==> src/rtl/dbg_entry_pkg.sv <==
`timescale 1ns/1ps
package dbg_entry_pkg;
  typedef enum logic [1:0] {
    CAUSE_IBRK = 2'd0,
    CAUSE_DBRK = 2'd1,
    CAUSE_EREQ = 2'd2
  } cause_e;

  // A hit counts only on an exact match of programmed and external condition
  function automatic logic cond_ok(input logic [1:0] prog, input logic [1:0] ext);
    return prog == ext;
  endfunction

  // Lowest code wins among causes qualifying together
  function automatic cause_e pick_cause(input logic i_ev, input logic d_ev);
    if (i_ev) return CAUSE_IBRK;
    if (d_ev) return CAUSE_DBRK;
    return CAUSE_EREQ;
  endfunction
endpackage

==> src/rtl/dbg_sync.sv <==
`timescale 1ns/1ps
module dbg_sync #(
  parameter int STAGES = 2
) (
  input  logic clk,
  input  logic rst,
  input  logic d,
  output logic q
);
  logic [STAGES-1:0] sh;

  always_ff @(posedge clk) begin
    if (rst) sh <= '0;
    else     sh <= {sh[STAGES-2:0], d};
  end

  assign q = sh[STAGES-1];
endmodule

==> src/rtl/dbg_tag_track.sv <==
`timescale 1ns/1ps
module dbg_tag_track #(
  parameter int TAG_W = 3
) (
  input  logic             clk,
  input  logic             rst,
  input  logic             clr,
  input  logic             set,
  input  logic [TAG_W-1:0] set_tag,
  input  logic             use_v,
  input  logic [TAG_W-1:0] use_tag,
  output logic             hit
);
  localparam int N = 1 << TAG_W;
  logic [N-1:0] pend;

  for (genvar g = 0; g < N; g++) begin : g_tag
    always_ff @(posedge clk) begin
      if (rst || clr)                           pend[g] <= 1'b0;
      else if (set && set_tag == TAG_W'(g))     pend[g] <= 1'b1;
      else if (use_v && use_tag == TAG_W'(g))   pend[g] <= 1'b0;
    end
  end

  assign hit = use_v & pend[use_tag];
endmodule

==> src/rtl/dbg_entry_ctrl.sv <==
`timescale 1ns/1ps
module dbg_entry_ctrl
  import dbg_entry_pkg::*;
#(
  parameter int TAG_W       = 3,
  parameter int SYNC_STAGES = 2
) (
  input  logic             clk,
  input  logic             rst,
  input  logic             dbg_en,
  input  logic             ext_brk,
  input  logic             ext_req,
  input  logic [1:0]       ext_cond,
  input  logic             ibp_hit,
  input  logic [1:0]       ibp_cond,
  input  logic             wp_hit,
  input  logic [1:0]       wp_cond,
  input  logic             acc_valid,
  input  logic             acc_fetch,
  input  logic [TAG_W-1:0] fetch_tag,
  input  logic             ex_valid,
  input  logic [TAG_W-1:0] ex_tag,
  input  logic             insn_done,
  input  logic             flush,
  input  logic             restart,
  output logic             dbg_ack,
  output logic             halt_req,
  output logic [1:0]       cause,
  output logic             req_err
);
  logic   brk_s, req_s;
  logic   dbg_q, ack_rose_q, err_q, dpend_q;
  cause_e cause_q;

  // named internal events
  logic arm, fetch_mark, data_mark, tag_hit;
  logic evt_ibrk, evt_dbrk, evt_ereq, enter, clr_all;

  dbg_sync #(.STAGES(SYNC_STAGES)) u_sync_brk (
    .clk(clk), .rst(rst), .d(ext_brk), .q(brk_s));
  dbg_sync #(.STAGES(SYNC_STAGES)) u_sync_req (
    .clk(clk), .rst(rst), .d(ext_req), .q(req_s));

  assign arm        = dbg_en & ~dbg_q;
  assign fetch_mark = arm & acc_valid & acc_fetch &
                      (brk_s | (ibp_hit & cond_ok(ibp_cond, ext_cond)));
  assign data_mark  = arm & acc_valid & ~acc_fetch &
                      (brk_s | (wp_hit & cond_ok(wp_cond, ext_cond)));

  assign evt_ibrk = arm & tag_hit;
  assign evt_dbrk = arm & insn_done & (dpend_q | data_mark);
  assign evt_ereq = arm & insn_done & req_s;
  assign enter    = (evt_ibrk | evt_dbrk | evt_ereq) & ~restart;
  assign clr_all  = ~dbg_en | restart | enter | dbg_q;

  dbg_tag_track #(.TAG_W(TAG_W)) u_tags (
    .clk     (clk),
    .rst     (rst),
    .clr     (clr_all | flush),
    .set     (fetch_mark),
    .set_tag (fetch_tag),
    .use_v   (ex_valid),
    .use_tag (ex_tag),
    .hit     (tag_hit)
  );

  always_ff @(posedge clk) begin
    if (rst) begin
      dbg_q      <= 1'b0;
      ack_rose_q <= 1'b0;
      err_q      <= 1'b0;
      dpend_q    <= 1'b0;
      cause_q    <= CAUSE_IBRK;
    end else begin
      if (!dbg_en || restart) dbg_q <= 1'b0;
      else if (enter)         dbg_q <= 1'b1;

      if (enter) cause_q <= pick_cause(evt_ibrk, evt_dbrk);

      dpend_q    <= clr_all ? 1'b0 : (dpend_q | data_mark);
      ack_rose_q <= enter;

      if (!dbg_en || restart)         err_q <= 1'b0;
      else if (ack_rose_q && ext_req) err_q <= 1'b1;
    end
  end

  assign dbg_ack  = dbg_q;
  assign halt_req = dbg_q;
  assign cause    = cause_q;
  assign req_err  = err_q;
endmodule

==> config.mk <==
export PLATFORM = sky130hd
export DESIGN_NAME = dbg_entry_ctrl
export DESIGN_NICKNAME = d
export VERILOG_FILES = /design/src/rtl/dbg_entry_pkg.sv /design/src/rtl/dbg_sync.sv /design/src/rtl/dbg_tag_track.sv /design/src/rtl/dbg_entry_ctrl.sv
export SDC_FILE = /design/constraint.sdc
export NUM_CORES = 1
export LEC_CHECK = 0
export ABC_CLOCK_PERIOD_IN_PS = 1560
export BUFFER_PORTS_ARGS = -buffer_cell sky130_fd_sc_hd__buf_2
export CAP_MARGIN = 20
export CELL_PAD_IN_SITES_DETAIL_PLACEMENT = 0
export CELL_PAD_IN_SITES_GLOBAL_PLACEMENT = 1
export CORE_MARGIN = 3
export CORE_UTILIZATION = 34
export CTS_CLUSTER_DIAMETER = 50
export DETAILED_ROUTE_END_ITERATION = 16
export GPL_TIMING_DRIVEN = 1
export PLACE_DENSITY = 0.84
export REMOVE_ABC_BUFFERS = 1
export SLEW_MARGIN = 25
export SYNTH_ARGS = -nofsm -noshare
export SYNTH_HDL_FRONTEND = slang
export SYNTH_SLANG_ARGS = --single-unit
==> constraint.sdc <==
create_clock -name clk -period 1.56 [get_ports clk]
set_input_delay 0.312 -clock clk [delete_from_list [all_inputs] [get_ports clk]]
set_output_delay 0.312 -clock clk [all_outputs]
set_load 0.03 [all_outputs]
==> flow_metrics.tcl, run 1 <==
set metrics [dict create \
    timing.critical_path.from "u_tags.pend[5]$_SDFFE_PP0P_" \
    ant_nets 0 \
    cts_root_buffer "clkbuf_4" \
    gp_congestion 0.860 \
    cts_tree "yes" \
    fp-row-count 19 \
    fin_ws_ns -0.0314 \
    whs_ns 0.227 \
    critical_path_arrival_ns 1.80 \
    synth_edf_count 0 \
    p_int_uw 689 \
    vias_per_cell 5.63 \
    portBuffers 29 \
    grtUsageTotal 0.143 \
    hold_viol_final 0 \
    cts-hold-fix-buffers 0 \
    dr.first_iter.drc_count 45 \
    power.density_nw_per_um2 661 \
    start_util 0.365 \
    hpwl_um 2030 \
    ys.warnings.count 0 \
    synth-seq-cells 18 \
    max_slew_margin 0.717 \
    grt_pass1_vias 1001 \
    critical_path_required_ns 1.76 \
    p_leak_uw 0.000513 \
    post-route-util 0.494 \
    grt_pass1_wl_um 4180 \
    worst-path-buf-inv 1 \
    path_class "flip-flop to flip-flop" \
    hold_start "ext_brk" \
    reg2reg_from "u_tags.pend[5]$_SDFFE_PP0P_" \
    synth_cell_type_count 40 \
    tightest_slew_ns 0.424 \
    setup_violations 6 \
    diodes 0 \
    crit_slowest_cell "mux4_2" \
    grt_max_degree 11 \
    peakVddDrop_mv 0.389 \
    ys_seq_area_frac 0.349 \
    p_sw_frac 0.253 \
    dr.pass1.iters 4 \
    drive_above_1_share 0.483 \
    areaGrowthSynthToFinish_pct 35.3 \
    yosys-top-cells-area "dfxtp_1, nor4_2, a32oi_1" \
    async_reset_ff_frac 0 \
    wl_um 2500 \
    worstSetupStartpointType "flip-flop" \
    yosysTopAreaCell "dfxtp_1" \
    synthTopCellsByCount "dfxtp_1, nor2b_1, nor4_2" \
    die_h_um 61.1 \
    rsz0062_at_grt "true" \
    clk_pin_slew_ns 0.10 \
    synth_cells 105 \
    dieArea_sq_um 3730 \
    vias 980 \
    synthFlopType "dfxtp_1" \
    crit_path_end_kind "flip-flop" \
    period_share 1.02 \
    clkPwrFrac 0.306 \
    fillers 264 \
    pwr-share-seq 0.509 \
    yosysTopAreaCellShare 0.349 \
    ioPinCount 30 \
    cts_buffers 3 \
    max_stage_delay_ns 0.49 \
    finalClockSkew_ns 0.00133 \
    syn_area_sq_um 1030 \
    htree_levels 1 \
    post-place-ws_ns -0.157 \
    coreArea_sq_um 2830 \
    p_comb_frac 0.185 \
    grt_overflow 0 \
    drv_cap 0 \
    cts.path.max_buffers 2 \
    status "finished, violations left" \
    avgSynthCellArea_sq_um 9.83 \
    path_delay_family "simple AND/OR/NAND/NOR gates" \
    fin_crit_ns 1.59 \
    layout.nets 169 \
    p_switching_uw 234 \
    clock-sinks 18 \
    crit_chain "mux4_2, nor2b_4, nor3_4, buf_12, nor4_4" \
    fmax_mhz 628 \
    violations "negative setup slack" \
    clkLatencyLatePin_ns 0.28 \
    wl_per_cell_um 14.4 \
    drv_slew 0 \
    die_w_um 61.1 \
    antenna_found_initial 0 \
    drc 0 \
    cp_max_fo 9 \
    synth_most_common_cell "dfxtp_1" \
    hp-class "input pin to flip-flop" \
]
==> cell families after synthesis <==
family | Yosys count | share of synthesized area
flops | 18 | 0.349
buf+inv | 9 | 0.0485
xor+xnor | 4 | 0.0339
mux | 3 | 0.0412
simple gates | 48 | 0.355
compound gates | 23 | 0.172
==> metal layers <==
metal	routed length, um	global-route usage	up-vias
met3	121	0.0252	7
met4	44	0.0433	0
met2	1280	0.255	32
met1	1050	0.174	459
met5	0	0	-
li1	-	-	482
==> what timing repair did <==
item                                    in CTS  in global routing
endpoints found under the hold margin        0                  0
setup buffers                                0                  2
gates resized for setup                      0                 18
endpoints found under the setup margin       0                 10
==> cells in the final DEF (no fill, tap or decap), drive strengths merged, types with 2 or more instances in the layout <==
master	count
a31o	2
a31oi	6
a32oi	7
and2	2
and4	2
buf	40
clkbuf	4
dfxtp	18
inv	3
mux2i	2
nand2	4
nand3	2
nand3b	2
nand4b	2
nor2	6
nor2b	10
nor4	10
or2	2
xnor2	4
==> final timing paths <==
| check | slack (ns) | cells after the start | end |
|---|---|---|---|
| worst max register to register | -0.03 | 5 | u_tags.pend[6]$_SDFFE_PP0P_ |
| worst max-delay path | -0.03 | 5 | u_tags.pend[6]$_SDFFE_PP0P_ |
| worst min register to register | 0.45 | 1 | u_sync_brk.sh[1]$_SDFF_PP0_ |
| worst min-delay path | 0.23 | 2 | u_sync_brk.sh[0]$_SDFF_PP0_ |
==> power by group through the flow <==
stage	Clock [uW]	Sequential [uW]	Combinational (uW)
floorplan	0	484	70.6
global placement	0	480	155
detailed placement	0	481	159
CTS	288	470	160
global route	309	471	187
finish	282	470	171
==> flip-flops by register name, indices dropped and copies added, names as in the netlist <==
signal         count
cause              2
ack_rose_q         1
u_sync_req.sh      2
u_sync_brk.sh      2
u_tags.pend        8
dbg_ack            1
req_err            1
dpend_q            1
==> through the flow <==
step | power [uW] | setup TNS [ns] | instance area (sq um) | instances
floorplan | 555 | -1.78 | 993 | 99
global placement | 635 | -1.04 | 1240 | 168
detailed placement | 639 | -1.44 | 1240 | 168
CTS | 917 | 0 | 1280 | 172
global route | 967 | -0.577 | 1400 | 174
finish | 923 | -0.115 | 1400 | 174
==> area by class of cell <==
class | instances | area [sq um] | area share
Clock buffer | 4 | 36.3 | 0.0260
Sequential cell | 18 | 364 | 0.261
Tap cell | 31 | 38.8 | 0.0278
Multi-Input combinational cell | 78 | 706 | 0.505
Inverter | 3 | 11.3 | 0.00806
Timing Repair Buffer | 40 | 240 | 0.172
No activity file was read; power rests on OpenSTA's default activity.
==> run 2, diff against run 1 <==
Settings changed: ABC_CLOCK_PERIOD_IN_PS 1560 to 1700, CORE_UTILIZATION 34 to 38, PLACE_DENSITY 0.84 to 0.88.
Clock period 1.56 ns to 1.7 ns, I/O delays scaled along.
==> flow_metrics.tcl, run 2 (synthesis gave the netlist of run 1 again) <==
set metrics [dict create \
    status "finished clean" \
    ioPinCount 30 \
    grtUsageTotal 0.154 \
    diodes 0 \
    die_h_um 58.1 \
    path_delay_family "simple AND/OR/NAND/NOR gates" \
    hold_viol_final 0 \
    die_w_um 58.1 \
    period_share 0.897 \
    antenna_found_initial 0 \
    crit_path_end_kind "flip-flop" \
    whs_ns 0.253 \
    cp_max_fo 9 \
    wl_um 2400 \
    critical_path_arrival_ns 1.69 \
    wl_per_cell_um 14.6 \
    post-place-ws_ns -0.0491 \
    drv_slew 0 \
    layout.nets 161 \
    grt_max_degree 11 \
    path_class "flip-flop to flip-flop" \
    crit_slowest_cell "nor3_4" \
    fp-row-count 18 \
    drive_above_1_share 0.373 \
    tightest_slew_ns 0.498 \
    drv_cap 0 \
    clkLatencyLatePin_ns 0.29 \
    htree_levels 1 \
    ant_nets 0 \
    dr.pass1.iters 5 \
    final_common_cell "buf_2" \
    max_stage_delay_ns 0.43 \
    hp-class "input pin to flip-flop" \
    portBuffers 29 \
    rsz0062_at_grt "false" \
    grt_pass1_wl_um 4130 \
    fmax_mhz 656 \
    drc 0 \
    grt_overflow 0 \
    grt_pass1_vias 973 \
    clk_pin_slew_ns 0.10 \
    crit_chain "mux2i_1, a221o_1, nor3_4, nor4_2" \
    fin_ws_ns 0.175 \
    power.density_nw_per_um2 633 \
    post_cts_buffers 0 \
    cts.path.max_buffers 2 \
    final_cell_mix "buf_2, dfxtp_1, nor2b_1, nor4_2, a32oi_1" \
    worst-path-buf-inv 0 \
    cts-hold-fix-buffers 0 \
    start_util 0.409 \
    largest_reg_flops 8 \
    critical_path_required_ns 1.86 \
    setup_violations 0 \
    vias_per_cell 5.76 \
    cts_tree "yes" \
    peakVddDrop_mv 0.488 \
    hpwl_um 1890 \
    p_leak_uw 0.000454 \
    regMostFlops "u_tags.pend" \
    fin_crit_ns 1.53 \
    worstSetupStartpointType "flip-flop" \
    dieArea_sq_um 3380 \
    cts_resized 0 \
    finalClockSkew_ns 0.00512 \
    cts_buffers 3 \
    clock-sinks 18 \
    post-route-util 0.484 \
    areaGrowthSynthToFinish_pct 18.3 \
    coreArea_sq_um 2520 \
    dr.first_iter.drc_count 35 \
    max_slew_margin 0.667 \
    gp_congestion 0.894 \
    vias 945 \
    cts_root_buffer "clkbuf_4" \
]
run 2: layer usage:
metal	up-vias	routed length [um]	GRT usage
li1	468	-	-
met1	433	1050	0.180
met2	36	1150	0.263
met3	8	144	0.0223
met4	0	51	0.0927
met5	-	0	0
run 2: final cells by class:
| cell class | count | area, sq um |
|---|---|---|
| Fill cell | 252 | 1300 |
| Multi-Input combinational cell | 78 | 622 |
| Sequential cell | 18 | 360 |
| Timing Repair Buffer | 32 | 168 |
| Tap cell | 30 | 37.5 |
| Clock buffer | 3 | 22.5 |
| Inverter | 3 | 11.3 |
run 2: through the flow:
| step | total power (uW) | instances | cell area, sq um | setup TNS (ns) |
|---|---|---|---|---|
| floorplan | 509 | 99 | 993 | -0.468 |
| finish | 773 | 164 | 1220 | 0 |
| CTS | 776 | 164 | 1220 | 0 |
| global placement | 571 | 161 | 1200 | -0.126 |
| detailed placement | 575 | 161 | 1200 | -0.300 |
| global route | 808 | 164 | 1220 | 0 |
run 2: power by group:
part           switching, uW  internal (uW)  leakage [uW]
combinational           75.3           61.0      0.000295
sequential              3.44            428      0.000146
clock                    123           82.4     0.0000138
total                    202            571      0.000454
run 2: final timing paths:
check	slack, ns	endpoint	startpoint	depth (start not counted)
worst max-delay path	0.17	u_tags.pend[7]$_SDFFE_PP0P_	u_tags.pend[6]$_SDFFE_PP0P_	4
worst min-delay path	0.25	u_sync_brk.sh[0]$_SDFF_PP0_	ext_brk	2
worst max register to register	0.17	u_tags.pend[7]$_SDFFE_PP0P_	u_tags.pend[6]$_SDFFE_PP0P_	4
worst min register to register	0.45	u_sync_brk.sh[1]$_SDFF_PP0_	u_sync_brk.sh[0]$_SDFF_PP0_	1
